`src/rtl/hdf_pkg.sv`:
```
package hdf_pkg;
    typedef enum logic [2:0] {
        ST_IDLE,
        ST_ISSUE,
        ST_AWAIT,
        ST_DELIVER,
        ST_NULL
    } fetch_state_t;
endpackage

```
`src/rtl/hdf_len_calc.sv`:
```
module hdf_len_calc #(
    parameter int CNT_W = 32,
    parameter int BYTES = 4,
    localparam int OFF_W = $clog2(BYTES),
    localparam int WRD_W = CNT_W - OFF_W + 1
) (
    input  logic [CNT_W-1:0] byte_cnt,
    output logic [WRD_W-1:0] n_words,
    output logic [BYTES-1:0] tail_mask,
    output logic             zero_len
);
    logic [OFF_W-1:0] rem;

    assign rem      = byte_cnt[OFF_W-1:0];
    assign zero_len = (byte_cnt == '0);
    assign n_words  = WRD_W'(byte_cnt >> OFF_W) + WRD_W'(|rem);

    // Byte i is valid when the remainder reaches past it, or the word is full.
    for (genvar i = 0; i < BYTES; i++) begin : g_tail
        assign tail_mask[i] = (rem == '0) || ({1'b0, rem} > (OFF_W+1)'(i));
    end
endmodule

```
`src/rtl/hdf_fetch_fsm.sv`:
```
module hdf_fetch_fsm
    import hdf_pkg::*;
#(
    parameter int ADDR_W = 32,
    parameter int DATA_W = 32,
    parameter int CNT_W  = 32,
    localparam int BYTES = DATA_W / 8,
    localparam int OFF_W = $clog2(BYTES),
    localparam int WRD_W = CNT_W - OFF_W + 1
) (
    input  logic              clk,
    input  logic              rst_n,
    input  logic              start,
    input  logic              stop,
    input  logic [ADDR_W-1:0] src_addr,
    input  logic [WRD_W-1:0]  n_words,
    input  logic [BYTES-1:0]  tail_mask,
    input  logic              zero_len,
    output logic              mem_req_valid,
    input  logic              mem_req_ready,
    output logic [ADDR_W-1:0] mem_req_addr,
    input  logic              mem_rsp_valid,
    input  logic [DATA_W-1:0] mem_rsp_data,
    input  logic              mem_rsp_err,
    output logic              out_valid,
    input  logic              out_ready,
    output logic [DATA_W-1:0] out_data,
    output logic [BYTES-1:0]  out_mask,
    output logic              out_last,
    output logic              busy,
    output logic              dma_err
);
    fetch_state_t      state, nxt;
    logic [ADDR_W-1:0] cur_addr;
    logic [WRD_W-1:0]  words_left;
    logic [BYTES-1:0]  tail_q;
    logic [DATA_W-1:0] data_q;
    logic              err_q;
    logic              on_final;

    assign on_final = (words_left == WRD_W'(1));

    // State register
    always_ff @(posedge clk or negedge rst_n) begin
        if (!rst_n) state <= ST_IDLE;
        else        state <= nxt;
    end

    // Transitions
    always_comb begin
        nxt = state;
        unique case (state)
            ST_IDLE:    if (start) nxt = zero_len ? ST_NULL : ST_ISSUE;
            ST_ISSUE:   if (stop) nxt = ST_IDLE;
                        else if (mem_req_ready) nxt = ST_AWAIT;
            ST_AWAIT:   if (stop) nxt = ST_IDLE;
                        else if (mem_rsp_valid) nxt = mem_rsp_err ? ST_IDLE : ST_DELIVER;
            ST_DELIVER: if (stop) nxt = ST_IDLE;
                        else if (out_ready) nxt = on_final ? ST_IDLE : ST_ISSUE;
            ST_NULL:    if (stop || out_ready) nxt = ST_IDLE;
            default:    nxt = ST_IDLE;
        endcase
    end

    // Job registers
    always_ff @(posedge clk or negedge rst_n) begin
        if (!rst_n) begin
            cur_addr   <= '0;
            words_left <= '0;
            tail_q     <= '0;
            data_q     <= '0;
            err_q      <= 1'b0;
        end else begin
            if (state == ST_IDLE && start) begin
                cur_addr   <= {src_addr[ADDR_W-1:OFF_W], {OFF_W{1'b0}}};
                words_left <= n_words;
                tail_q     <= tail_mask;
                err_q      <= 1'b0;
            end
            if (state == ST_AWAIT && mem_rsp_valid) begin
                if (mem_rsp_err) err_q  <= 1'b1;
                else             data_q <= mem_rsp_data;
            end
            if (state == ST_DELIVER && out_ready && !stop && !on_final) begin
                cur_addr   <= cur_addr + ADDR_W'(BYTES);
                words_left <= words_left - WRD_W'(1);
            end
        end
    end

    // Outputs
    always_comb begin
        mem_req_valid = (state == ST_ISSUE);
        mem_req_addr  = cur_addr;
        out_valid     = (state == ST_DELIVER) || (state == ST_NULL);
        out_data      = data_q;
        out_last      = (state == ST_NULL) || ((state == ST_DELIVER) && on_final);
        if (state == ST_NULL)  out_mask = '0;
        else if (on_final)     out_mask = tail_q;
        else                   out_mask = '1;
        busy          = (state != ST_IDLE);
        dma_err       = err_q;
    end

    // a non-final beat is always full
    p_full_mask_r3: assert property (@(posedge clk) disable iff (!rst_n)
        out_valid && !out_last |-> out_mask == {BYTES{1'b1}});

    // an accepted non-final beat leads straight to the next read
    p_next_read_r3: assert property (@(posedge clk) disable iff (!rst_n)
        out_valid && out_ready && !out_last && !stop |=> mem_req_valid);

    // zero-length start gives an empty last beat
    p_empty_beat_r5: assert property (@(posedge clk) disable iff (!rst_n)
        start && !busy && zero_len |=> out_valid && out_last && out_mask == '0 && !mem_req_valid);

    // pending request holds its address
    p_req_hold_r6: assert property (@(posedge clk) disable iff (!rst_n)
        mem_req_valid && !mem_req_ready && !stop |=> mem_req_valid && $stable(mem_req_addr));

    // pending beat holds its contents
    p_beat_hold_r6: assert property (@(posedge clk) disable iff (!rst_n)
        out_valid && !out_ready && !stop |=> out_valid && $stable(out_data)
            && $stable(out_mask) && $stable(out_last));

    // accepted start makes the block busy and clears the error
    p_start_busy_r8: assert property (@(posedge clk) disable iff (!rst_n)
        start && !busy |=> busy && !dma_err);

    // error response aborts and flags
    p_err_abort_r9: assert property (@(posedge clk) disable iff (!rst_n)
        state == ST_AWAIT && mem_rsp_valid && mem_rsp_err |=> dma_err && !busy);

    // the error flag is sticky until a new start
    p_err_sticky_r9: assert property (@(posedge clk) disable iff (!rst_n)
        dma_err && !(start && !busy) |=> dma_err);

    // stop ends the job in one cycle
    p_stop_r10: assert property (@(posedge clk) disable iff (!rst_n)
        busy && stop |=> !busy && !mem_req_valid && !out_valid);
endmodule

```
`src/rtl/hash_dma_fetch.sv`:
```
module hash_dma_fetch #(
    parameter int ADDR_W = 32,
    parameter int DATA_W = 32,
    parameter int CNT_W  = 32,
    localparam int BYTES = DATA_W / 8,
    localparam int OFF_W = $clog2(BYTES),
    localparam int WRD_W = CNT_W - OFF_W + 1
) (
    input  logic              clk,
    input  logic              rst_n,
    input  logic              start,
    input  logic              stop,
    input  logic [ADDR_W-1:0] src_addr,
    input  logic [CNT_W-1:0]  byte_cnt,
    output logic              mem_req_valid,
    input  logic              mem_req_ready,
    output logic [ADDR_W-1:0] mem_req_addr,
    input  logic              mem_rsp_valid,
    input  logic [DATA_W-1:0] mem_rsp_data,
    input  logic              mem_rsp_err,
    output logic              out_valid,
    input  logic              out_ready,
    output logic [DATA_W-1:0] out_data,
    output logic [BYTES-1:0]  out_mask,
    output logic              out_last,
    output logic              busy,
    output logic              dma_err
);
    logic [WRD_W-1:0] n_words;
    logic [BYTES-1:0] tail_mask;
    logic             zero_len;

    hdf_len_calc #(.CNT_W(CNT_W), .BYTES(BYTES)) i_len (
        .byte_cnt  (byte_cnt),
        .n_words   (n_words),
        .tail_mask (tail_mask),
        .zero_len  (zero_len)
    );

    hdf_fetch_fsm #(.ADDR_W(ADDR_W), .DATA_W(DATA_W), .CNT_W(CNT_W)) i_fsm (
        .clk           (clk),
        .rst_n         (rst_n),
        .start         (start),
        .stop          (stop),
        .src_addr      (src_addr),
        .n_words       (n_words),
        .tail_mask     (tail_mask),
        .zero_len      (zero_len),
        .mem_req_valid (mem_req_valid),
        .mem_req_ready (mem_req_ready),
        .mem_req_addr  (mem_req_addr),
        .mem_rsp_valid (mem_rsp_valid),
        .mem_rsp_data  (mem_rsp_data),
        .mem_rsp_err   (mem_rsp_err),
        .out_valid     (out_valid),
        .out_ready     (out_ready),
        .out_data      (out_data),
        .out_mask      (out_mask),
        .out_last      (out_last),
        .busy          (busy),
        .dma_err       (dma_err)
    );
endmodule

```
`config.mk`:
```
export PLATFORM = sky130hd
export DESIGN_NAME = hash_dma_fetch
export DESIGN_NICKNAME = d
export VERILOG_FILES = /design/src/rtl/hdf_pkg.sv /design/src/rtl/hdf_len_calc.sv /design/src/rtl/hdf_fetch_fsm.sv /design/src/rtl/hash_dma_fetch.sv
export SDC_FILE = /design/constraint.sdc
export NUM_CORES = 1
export LEC_CHECK = 0
export ABC_AREA = 1
export BUFFER_PORTS_ARGS = -buffer_cell sky130_fd_sc_hd__buf_2
export CORE_UTILIZATION = 35
export DETAILED_ROUTE_END_ITERATION = 8
export PLACE_DENSITY_LB_ADDON = 0.05
export SLEW_MARGIN = 20
export SYNTH_ARGS = -nofsm -noshare
export SYNTH_HDL_FRONTEND = slang
export SYNTH_SLANG_ARGS = --single-unit
```
`constraint.sdc`:
```
create_clock -name clk -period 2.4 [get_ports clk]
set_input_delay 0.24 -clock clk [delete_from_list [all_inputs] [get_ports clk]]
set_output_delay 0.24 -clock clk [all_outputs]
set_load 0.01 [all_outputs]
```
==> results of run 1 <==
-- cells in the final DEF, fill, tap and decap left out, types with 2 or more instances in the layout --
master / n
nand3b_1: 8
buf_12: 6
a21oi_1: 10
nand4_1: 10
o21ai_1: 25
nor2_2: 6
ha_1: 7
nand3_2: 2
conb_1: 2
buf_2: 171
inv_2: 2
nor3_1: 12
mux2_2: 32
xor2_1: 26
dfrtp_1: 101
nand3_1: 105
xnor2_1: 13
nand2_1: 377
buf_4: 17
clkinv_8: 3
inv_1: 82
nor2_4: 4
nor2_8: 2
nor2_1: 162
clkbuf_16: 9
nand2_2: 2
inv_6: 2
o21ai_0: 24
o211ai_1: 8
-- final cells by class --
type	instances	area [um2]	share of cell area [%]
Inverter	85	319	3.66
Tap cell	265	332	3.80
Multi-Input combinational cell	845	4120	47.2
Clock inverter	7	86.3	0.990
Sequential cell	101	2530	29.0
Timing Repair Buffer	195	1110	12.8
Clock buffer	9	225	2.58
-- routing by layer --
| layer | vias to the layer above | wire length, um |
|---|---|---|
| met4 | 0 | 621 |
| li1 | 3725 | - |
| met1 | 3291 | 9920 |
| met5 | - | 0 |
| met3 | 26 | 824 |
| met2 | 184 | 10400 |
-- worst max-delay path: cells and delay by family, from the launching register on --
| family | cells | cell delay, ns |
|---|---|---|
| AOI/OAI and AO/OA | 1 | 0.16 |
| buffers and inverters | 2 | 0.34 |
| DFF | 1 | 0.43 |
| and+or+nand+nor | 4 | 0.63 |
-- path summary, 6_finish.rpt --
kind / to / slack [ns]
setup reg to reg: i_fsm.mem_req_addr[15]$_DFFE_PN0P_ / 0.36
hold / removal: i_fsm.out_data[26]$_DFFE_PN0P_ / 0.1
setup / recovery: out_last / 0.24
min in group asynchronous: i_fsm.mem_req_addr[8]$_DFFE_PN0P_ / 0.45
max in group asynchronous: i_fsm.words_left[8]$_DFFE_PN0P_ / 1.34
hold reg to reg: i_fsm.tail_q[0]$_DFFE_PN0P_ / 0.47
-- state kept, by name, indices dropped and copies added, names as in the netlist --
| register | count |
|---|---|
| i_fsm.out_data | 32 |
| i_fsm.state | 3 |
| i_fsm.mem_req_addr | 30 |
| i_fsm.words_left | 31 |
| i_fsm.dma_err | 1 |
| i_fsm.tail_q | 4 |
-- through the flow --
stage / cell area [um2] / utilization, % / power (W) / setup slack, ns / cells
2_1_floorplan: 7160 / - / 0.00587 / 0.573 / 1059
5_1_grt: 8720 / 44.1 / 0.00965 / 0.0765 / 1507
3_5_place_dp: 8390 / 42.4 / 0.00739 / 0.189 / 1489
4_1_cts: 8720 / 44.1 / 0.00898 / 0.127 / 1507
3_3_place_gp: 8390 / 42.4 / 0.00735 / 0.216 / 1489
6_report: 8720 / 44.1 / 0.00886 / 0.244 / 1507
-- synthesized netlist by cell type (8+ instances only) --
cell and number:
xnor2_1 13, buf_2 9, o21ai_0 24, nand2_1 377, nor2_1 163, nand3_1 105, mux2_2 32, buf_4 8
xor2_1 26, dfrtp_1 101, buf_6 8, nand3b_1 8, inv_1 82, o21ai_1 25, o211ai_1 8, nor3_1 12
a21oi_1 10, nand4_1 10
-- report_power, final --
part | internal, W | total, W | switching [W]
registers | 0.00252 | 0.00333 | 0.000812
logic | 0.00165 | 0.00399 | 0.00234
clock network | 0.000749 | 0.00154 | 0.000792
-- cell families (layout without fill, tap and decap cells) --
group	count (synthesis)	in the layout	synth area share [%]
and+or+nand+nor	694	694	40.8
buffers and inverters	113	296	7.34
DFF	101	101	35.3
AOI/OAI and AO/OA	71	71	5.47
xor gates and xnor gates	39	39	4.77
muxes	32	32	5.04
adders and majority gates	7	7	1.22
other	1	2	0.0524
-- timing repair --
action                                  in CTS  in global routing
resized for setup                            0                  1
pin swaps                                    1                  0
endpoints found under the setup margin       1                  1
hold buffers                                 1                  0
buffers inserted                             1                  0
hold endpoints to repair                    42                  0
cloned                                       0                  0
==> flow_metrics.env, run 1 <==
export IMPL_cts_buffers=9
export IMPL_start_kind="flop"
export IMPL_crit_fanout=5
export IMPL_synth_area_leader_cell="dfrtp_1"
export IMPL_drtIter0Drc=347
export IMPL_min_path_type="in2reg"
export IMPL_wire_per_inst_um=14.4
export IMPL_drc=0
export IMPL_fmax_mhz=464
export IMPL_synth_seq_area_share_pct=35.3
export IMPL_gr_total_overflow=0
export IMPL_min_period_ns=2.16
export IMPL_cp_cell_sequence="nor2_1 -> nand2_1 -> nor2_2 -> nand4_1 -> buf_4 -> o21ai_0 -> buf_2"
export IMPL_clock_path_buffers=2
export IMPL_cts_tree="built"
export IMPL_cpPeakStageDelay_ns=0.43
export IMPL_grt_antenna_before_repair=0
export IMPL_routed_wl_um=21800
export IMPL_first_pass_iters=5
export IMPL_regToRegStartpoint="i_fsm.words_left[4]$_DFFE_PN0P_"
export IMPL_worst_slew_pin_slew_ns=0.676
export IMPL_layout_drive_gt1_share_pct=21.3
export IMPL_hold_ws_ns=0.0953
export IMPL_ir_drop_v=0.000359
export IMPL_grt_use_met3_pct=1.98
export IMPL_grt_max_degree=46
export IMPL_criticalPathCategory="reg2out"
export IMPL_fin_tns_setup_ns=0
export IMPL_initial_core_util_pct=36.2
export IMPL_crit_start="i_fsm.words_left[4]$_DFFE_PN0P_"
export IMPL_synthCells=1058
export IMPL_cp_arrival_ns=1.92
export IMPL_synth_warnings=0
export IMPL_synth_enable_flop_cells=0
export IMPL_insertion_delay_ns=0.36
export IMPL_vias=7226
export IMPL_areaGrowthSynthToFinish_pct=21.9
export IMPL_holdPathStages=2
export IMPL_critical_path_slowest_cell="dfrtp_1"
export IMPL_die_w_um=145
export IMPL_syn_area_mm2=0.00716
export IMPL_rsz0062_at_grt="false"
export IMPL_hold_viol_final=0
export IMPL_hpwl_um=17100
export IMPL_met2_usage_pct=37.0
export IMPL_ys_flop_type="dfrtp_1"
export IMPL_nFillCells=2169
export IMPL_num_rows=51
export IMPL_grt_total_usage_pct=21.5
export IMPL_path_clk_slew_ns=0.08
export IMPL_viasPerCell=4.79
export IMPL_holdCritStartpoint="mem_rsp_data[26]"
export IMPL_die_y_um=145
export IMPL_synth_seq_cells=101
export IMPL_r2r_cells=10
export IMPL_synthTopCellsByArea="dfrtp_1 (35%), nand2_1 (20%), nor2_1 (8.6%)"
export IMPL_nets=1348
export IMPL_report_final_slew_viol_count=0
export IMPL_cts_root_buf="clkbuf_16"
export IMPL_grt_util_met1_pct=27.5
export IMPL_grt_busiest_layer="met2"
export IMPL_async_flop_share_pct=100
export IMPL_end_kind="primary output"
export IMPL_htree_levels=3
export IMPL_clock_skew_ns=0.0121
export IMPL_synth_top_area_share_pct=35.3
export IMPL_ant_nets=0
export IMPL_antenna_cells=0
export IMPL_period_share_pct=89.9
export IMPL_outcome="complete, no violations"
export IMPL_slew_headroom_pct=54.9
export IMPL_cp_data_required_time_ns=2.16
export IMPL_grt_pass1_wl_um=35700
export IMPL_port_buffers=172
export IMPL_drv_cap=0
export IMPL_p_per_area_mw_per_mm2=1020
export IMPL_avgSynthCellArea_um2=6.76
export IMPL_finalSetupViolCount=0
export IMPL_design_core_area_mm2=0.0198
export IMPL_gp_congestion=0.907
export IMPL_p_leak_nw=4.28
export IMPL_grt_pass1_vias=6963
export IMPL_pin_count=177
export IMPL_die_area_mm2=0.0210
export IMPL_clock_sinks=101
export IMPL_ys_types=36
(Power assumes the default switching activity.)
==> run 2: changes to the inputs <==
==> constraint.sdc (replaced) <==
create_clock -name clk -period 1.75 [get_ports clk]
set_input_delay 0.175 -clock clk [delete_from_list [all_inputs] [get_ports clk]]
set_output_delay 0.175 -clock clk [all_outputs]
set_load 0.01 [all_outputs]
==> run 2 against run 1 <==
Effect of this change:
- the flow now finishes with violations (negative setup slack)
- global-route usage up 1.8 points
- critical endpoint is now i_fsm.mem_req_addr[9]$_DFFE_PN0P_
- via count increased by 8.5%
- wire length increased by 11%
- first-iteration DRC count grew 7.5%
- flip-flop and latch count is the same
- largest power group unchanged
- count of clock-buffer cells in the layout is the same
- critical path type is now reg2reg
- worst hold slack lost 0.061 ns
- final area is 15% higher
==> flow_metrics.env, run 2 (same netlist as run 1, synthesis figures left out) <==
export IMPL_outcome="finished with violations"
export IMPL_failed_checks="negative setup slack"
export IMPL_end_kind="flop"
export IMPL_p_comb_share_pct=53.4
export IMPL_largest_reg_flops=32
export IMPL_fmax_mhz=505
export IMPL_hpwl_um=18200
export IMPL_power_frac_seq_pct=31.6
export IMPL_holdPathStages=2
export IMPL_dpl_cell_area_mm2=0.00921
export IMPL_holdCritStartpoint="mem_rsp_data[18]"
export IMPL_ant_nets=0
export IMPL_viasPerCell=4.78
export IMPL_first_pass_iters=7
export IMPL_cts_tree="built"
export IMPL_regToRegStartpoint="i_fsm.words_left[10]$_DFFE_PN0P_"
export IMPL_cts_buffers=9
export IMPL_clock_sinks=101
export IMPL_finalSetupViolCount=66
export IMPL_cp_data_required_time_ns=2.05
export IMPL_gr_total_overflow=0
export IMPL_insertion_delay_ns=0.37
export IMPL_die_w_um=145
export IMPL_min_to="i_fsm.out_data[18]$_DFFE_PN0P_"
export IMPL_period_share_pct=113
export IMPL_initial_core_util_pct=36.2
export IMPL_final_cell_mix="nand2_1 (369), buf_2 (171), nor2_1 (143), buf_4 (123), nand3_1 (104)"
export IMPL_die_y_um=145
export IMPL_wire_per_inst_um=14.8
export IMPL_internal_power_w=0.00795
export IMPL_min_path_type="in2reg"
export IMPL_r2r_cells=13
export IMPL_start_kind="flop"
export IMPL_r2r_slack_ns=-0.23
export IMPL_grt_max_degree=38
export IMPL_vias=7837
export IMPL_fin_ws_ns=-0.232
export IMPL_areaGrowthSynthToFinish_pct=40.4
export IMPL_drv_cap=0
export IMPL_place_ws_ns=-0.315
export IMPL_hold_viol_final=0
export IMPL_path_clk_slew_ns=0.08
export IMPL_antenna_cells=0
export IMPL_grt_pass1_wl_um=38600
export IMPL_drtIter0Drc=373
export IMPL_switchingPower_w=0.00596
export IMPL_pin_count=177
export IMPL_rsz0062_at_grt="true"
export IMPL_layout_commonest_cell="nand2_1"
export IMPL_p_clk_share_pct=15.0
export IMPL_num_rows=51
export IMPL_nets=1479
export IMPL_cpPeakStageDelay_ns=0.40
export IMPL_routed_wl_um=24200
export IMPL_port_buffers=172
export IMPL_die_area_mm2=0.0210
export IMPL_crit_fanout=15
export IMPL_grt_total_usage_pct=23.3
export IMPL_criticalPathCategory="reg2reg"
export IMPL_cts_root_buf="clkbuf_16"
export IMPL_htree_levels=3
export IMPL_p_leak_nw=5.02
export IMPL_gp_congestion=0.893
export IMPL_report_final_slew_viol_count=0
export IMPL_cp_cell_sequence="nor2_2 -> nand2_2 -> nor2_4 -> buf_6 -> nand2_4 -> nor2_4 -> buf_12 -> nor2_8 -> buf_12 -> nor2_8 -> clkbuf_16 -> nand2_1 -> o21ai_1"
export IMPL_grt_pass1_vias=7467
export IMPL_design_core_area_mm2=0.0198
export IMPL_clock_path_buffers=2
export IMPL_clock_skew_ns=0.0145
export IMPL_min_period_ns=1.98
export IMPL_reg2reg_to="i_fsm.mem_req_addr[9]$_DFFE_PN0P_"
export IMPL_p_per_area_mw_per_mm2=1380
export IMPL_cp_arrival_ns=2.28
export IMPL_final_area_mm2=0.0100
export IMPL_p_sw_share_pct=42.8
export IMPL_drc=0
export IMPL_ir_drop_v=0.000574
export IMPL_critical_path_slowest_cell="dfrtp_1"
export IMPL_grt_antenna_before_repair=0
export IMPL_layout_drive_gt1_share_pct=31.2
run 2: cell types whose count changed in the layout (fill, tap and decap cells not counted), moves of 5 or more:
cell	previous run	this run
buf_12	6	13
nor2_1	162	143
nor2_2	6	22
o21ai_0	24	19
buf_6	0	11
buf_4	17	123
nand2_1	377	369
nand2_2	2	9
run 2: worst max-delay path, delay by kind of cell (launching register included):
| family | cells | cell delay (ns) |
|---|---|---|
| AND/OR/NAND/NOR | 8 | 0.87 |
| buffers and inverters | 4 | 0.59 |
| flip-flops | 1 | 0.40 |
| AO/OA/AOI/OAI | 1 | 0.06 |
run 2: layout make-up:
cell class | count | area [um2]
fill | 2024 | 9730
multi-input combinational | 846 | 4260
sequential | 101 | 2530
timing repair buffer | 325 | 2310
tap | 265 | 332
inverter | 85 | 319
clock buffer | 9 | 225
clock inverter | 7 | 80.1
run 2: stage by stage:
stage	power, W	utilization, %	hold slack [ns]	cells	setup TNS [ns]
after floorplan	0.00805	-	-0.121	1059	0
after global placement	0.0112	46.6	0.127	1593	-6.18
after detailed placement	0.0112	46.6	0.126	1593	-7.65
after CTS	0.0137	50.0	0.0273	1633	-8.67
after global routing	0.0150	50.8	0.0279	1638	-15.82
final	0.0139	50.8	0.0342	1638	-10.53
run 2: metal layers:
layer	vias to the layer above	global-route usage (%)	wire length [um]
met5	-	0	0
met4	0	9.95	771
met3	39	2.17	992
met2	222	39.4	11700
met1	3587	30.2	10800
li1	3989	-	-
run 2: power by group through the flow:
stage          Combinational, W  Clock, W  Sequential, W
2_1_floorplan           0.00334         0        0.00471
3_3_place_gp            0.00681         0        0.00436
3_5_place_dp            0.00683         0        0.00436
4_1_cts                 0.00724   0.00214        0.00433
5_1_grt                 0.00821   0.00222        0.00457
6_report                0.00743   0.00208        0.00439
run 2: worst max-delay path by stage:
stage                                      from                                end  slack [ns]  cells past startpoint
3_5_place_dp                        byte_cnt[0]   i_fsm.words_left[17]$_DFFE_PN0P_       -0.32                     12
5_1_grt        i_fsm.words_left[27]$_DFFE_PN0P_                        out_mask[3]       -0.33                      9
2_1_floorplan                       byte_cnt[0]   i_fsm.words_left[10]$_DFFE_PN0P_        0.02                     12
3_3_place_gp                        byte_cnt[0]   i_fsm.words_left[17]$_DFFE_PN0P_       -0.28                     12
4_1_cts        i_fsm.words_left[19]$_DFFE_PN0P_                        out_mask[1]       -0.23                      9
6_report       i_fsm.words_left[10]$_DFFE_PN0P_  i_fsm.mem_req_addr[9]$_DFFE_PN0P_       -0.23                     13
run 2: repair_timing:
item | in CTS | in global routing
endpoints found under the setup margin | 59 | 68
hold buffers | 1 | 0
gates cloned | 4 | 2
hold endpoints to repair | 22 | 0
setup buffers | 19 | 4
gates resized for setup | 40 | 26
pin swaps | 16 | 14
==> run 3: changes to the inputs <==
--- a/config.mk
+++ b/config.mk
@@ -7,7 +7,10 @@
 export LEC_CHECK = 0
 export ABC_AREA = 1
 export BUFFER_PORTS_ARGS = -buffer_cell sky130_fd_sc_hd__buf_2
-export CORE_UTILIZATION = 35
+export CAP_MARGIN = 20
+export CELL_PAD_IN_SITES_DETAIL_PLACEMENT = 0
+export CELL_PAD_IN_SITES_GLOBAL_PLACEMENT = 2
+export CORE_UTILIZATION = 26
 export DETAILED_ROUTE_END_ITERATION = 8
 export PLACE_DENSITY_LB_ADDON = 0.05
 export SLEW_MARGIN = 20
==> run 3 against run 2 <==
Effect of this change:
- the run still ends with negative setup slack left
- non-clock buffer count is 43 higher
- utilization is 10 points lower
- worst setup slack worse by 0.078 ns
- final area is 9.2% higher
- first-iteration DRC count is 12% lower
- highest routed layer unchanged
- clock skew is 0.0037 ns higher
- critical path depth is 1 lower
- register-to-register slack worse by 0.08 ns
- largest power group unchanged
==> flow_metrics.env, run 3 (same netlist as run 1, synthesis figures left out) <==
export IMPL_outcome="finished with violations"
export IMPL_failed_checks="negative setup slack"
export IMPL_clock_sinks=101
export IMPL_design_core_area_mm2=0.0270
export IMPL_gp_congestion=0.872
export IMPL_criticalPathCategory="reg2reg"
export IMPL_drtIter0Drc=330
export IMPL_clock_skew_ns=0.0183
export IMPL_grt_antenna_before_repair=0
export IMPL_worst_slew_pin_slew_ns=0.532
export IMPL_pin_count=177
export IMPL_slew_headroom_pct=64.5
export IMPL_layout_commonest_cell="nand2_1"
export IMPL_grt_pass1_wl_um=43600
export IMPL_period_share_pct=118
export IMPL_nFillCells=2939
export IMPL_grt_pass1_vias=7960
export IMPL_drv_cap=0
export IMPL_grt_max_degree=34
export IMPL_p_per_area_mw_per_mm2=1390
export IMPL_vias=7940
export IMPL_die_w_um=168
export IMPL_wire_per_inst_um=16.3
export IMPL_num_rows=60
export IMPL_path_clk_slew_ns=0.09
export IMPL_cts_root_buf="clkbuf_16"
export IMPL_cp_arrival_ns=2.31
export IMPL_first_pass_iters=5
export IMPL_largest_reg_flops=32
export IMPL_areaGrowthSynthToFinish_pct=53.3
export IMPL_crit_fanout=8
export IMPL_htree_levels=3
export IMPL_fin_total_pwr_w=0.0152
export IMPL_ant_nets=0
export IMPL_cts_buffers=9
export IMPL_die_y_um=168
export IMPL_start_kind="flop"
export IMPL_drc=0
export IMPL_routed_wl_um=28700
export IMPL_insertion_delay_ns=0.37
export IMPL_cts_tree="built"
export IMPL_end_kind="flop"
export IMPL_die_area_mm2=0.0282
export IMPL_nets=1522
export IMPL_final_cell_mix="nand2_1 (329), buf_2 (171), buf_4 (152), nor2_1 (147), dfrtp_1 (101)"
export IMPL_grt_total_usage_pct=20.3
export IMPL_initial_core_util_pct=26.6
export IMPL_clock_path_buffers=2
export IMPL_rsz0062_at_grt="true"
export IMPL_fin_cells=1757
export IMPL_fmax_mhz=485
export IMPL_viasPerCell=4.52
export IMPL_hold_viol_final=0
export IMPL_hpwl_um=21800
export IMPL_cp_data_required_time_ns=2.00
export IMPL_hold_ws_ns=0.0298
export IMPL_fin_ws_ns=-0.310
export IMPL_port_buffers=172
export IMPL_ir_drop_v=0.000485
export IMPL_gr_total_overflow=0
export IMPL_report_final_slew_viol_count=0
export IMPL_fin_tns_setup_ns=-15.98
export IMPL_layout_drive_gt1_share_pct=37.5
export IMPL_placedCellCount=1700
export IMPL_p_leak_nw=5.44
export IMPL_antenna_cells=0
export IMPL_finalSetupViolCount=66
export IMPL_min_period_ns=2.06
export IMPL_min_path_type="in2reg"
run 3: metal layers:
metal / vias to the layer above / share of wire [%] / global-route usage (%)
met2: 148 / 51 / 37.2
li1: 4085 / - / -
met3: 29 / 2.9 / 2.19
met5: - / 0 / 0
met4: 0 / 2.4 / 5.98
met1: 3678 / 44 / 24.8
run 3: layout make-up:
type	instances	area [um2]	area share, %
Sequential cell	101	2530	23.0
Timing Repair Buffer	368	2820	25.7
Clock buffer	9	225	2.05
Tap cell	341	427	3.89
Clock inverter	7	86.3	0.787
Inverter	85	319	2.91
Multi-Input combinational cell	846	4560	41.6
run 3: worst max-delay path: stages, from the launching register on:
cell and delay, ns:
dfrtp_1 0.40, nor2_2 0.16, nand2_2 0.10, nor2_4 0.15
buf_6 0.11, nand2_4 0.04, nor2_4 0.15, buf_12 0.12
nor2_8 0.04, buf_12 0.13, nor2_8 0.22, clkbuf_16 0.24
a21oi_2 0.06
run 3: repair_timing:
action / 4_1_cts / 5_1_grt
resized for setup: 59 / 102
hold endpoints to repair: 30 / 0
endpoints found under the setup margin: 66 / 100
buffers inserted: 22 / 13
gates cloned: 7 / 5
hold buffers: 1 / 0
pin swaps: 14 / 46
run 3: power breakdown:
part           internal [W]  switching [W]
clock network       0.00103        0.00114
registers           0.00345       0.000871
logic               0.00416        0.00458
run 3: per-stage QoR:
stage / setup slack [ns] / utilization [%] / area (um2)
2_1_floorplan: 0.0246 / - / 7160
3_3_place_gp: -0.336 / 35.5 / 9560
3_5_place_dp: -0.369 / 35.5 / 9560
4_1_cts: -0.272 / 38.9 / 10500
5_1_grt: -0.408 / 40.7 / 11000
6_report: -0.310 / 40.7 / 11000
run 3: path summary, 6_finish.rpt:
path,from,to,slack (ns),cells after the start
max in group asynchronous,rst_n,i_fsm.words_left[10]$_DFFE_PN0P_,0.87,3
worst min register to register,i_fsm.tail_q[0]$_DFFE_PN0P_,i_fsm.tail_q[0]$_DFFE_PN0P_,0.47,2
worst max register to register,i_fsm.words_left[16]$_DFFE_PN0P_,i_fsm.words_left[9]$_DFFE_PN0P_,-0.31,12
worst min-delay path,mem_rsp_data[5],i_fsm.out_data[5]$_DFFE_PN0P_,0.03,2
worst max-delay path,i_fsm.words_left[16]$_DFFE_PN0P_,i_fsm.words_left[9]$_DFFE_PN0P_,-0.31,12
min in group asynchronous,rst_n,i_fsm.mem_req_addr[15]$_DFFE_PN0P_,0.32,2
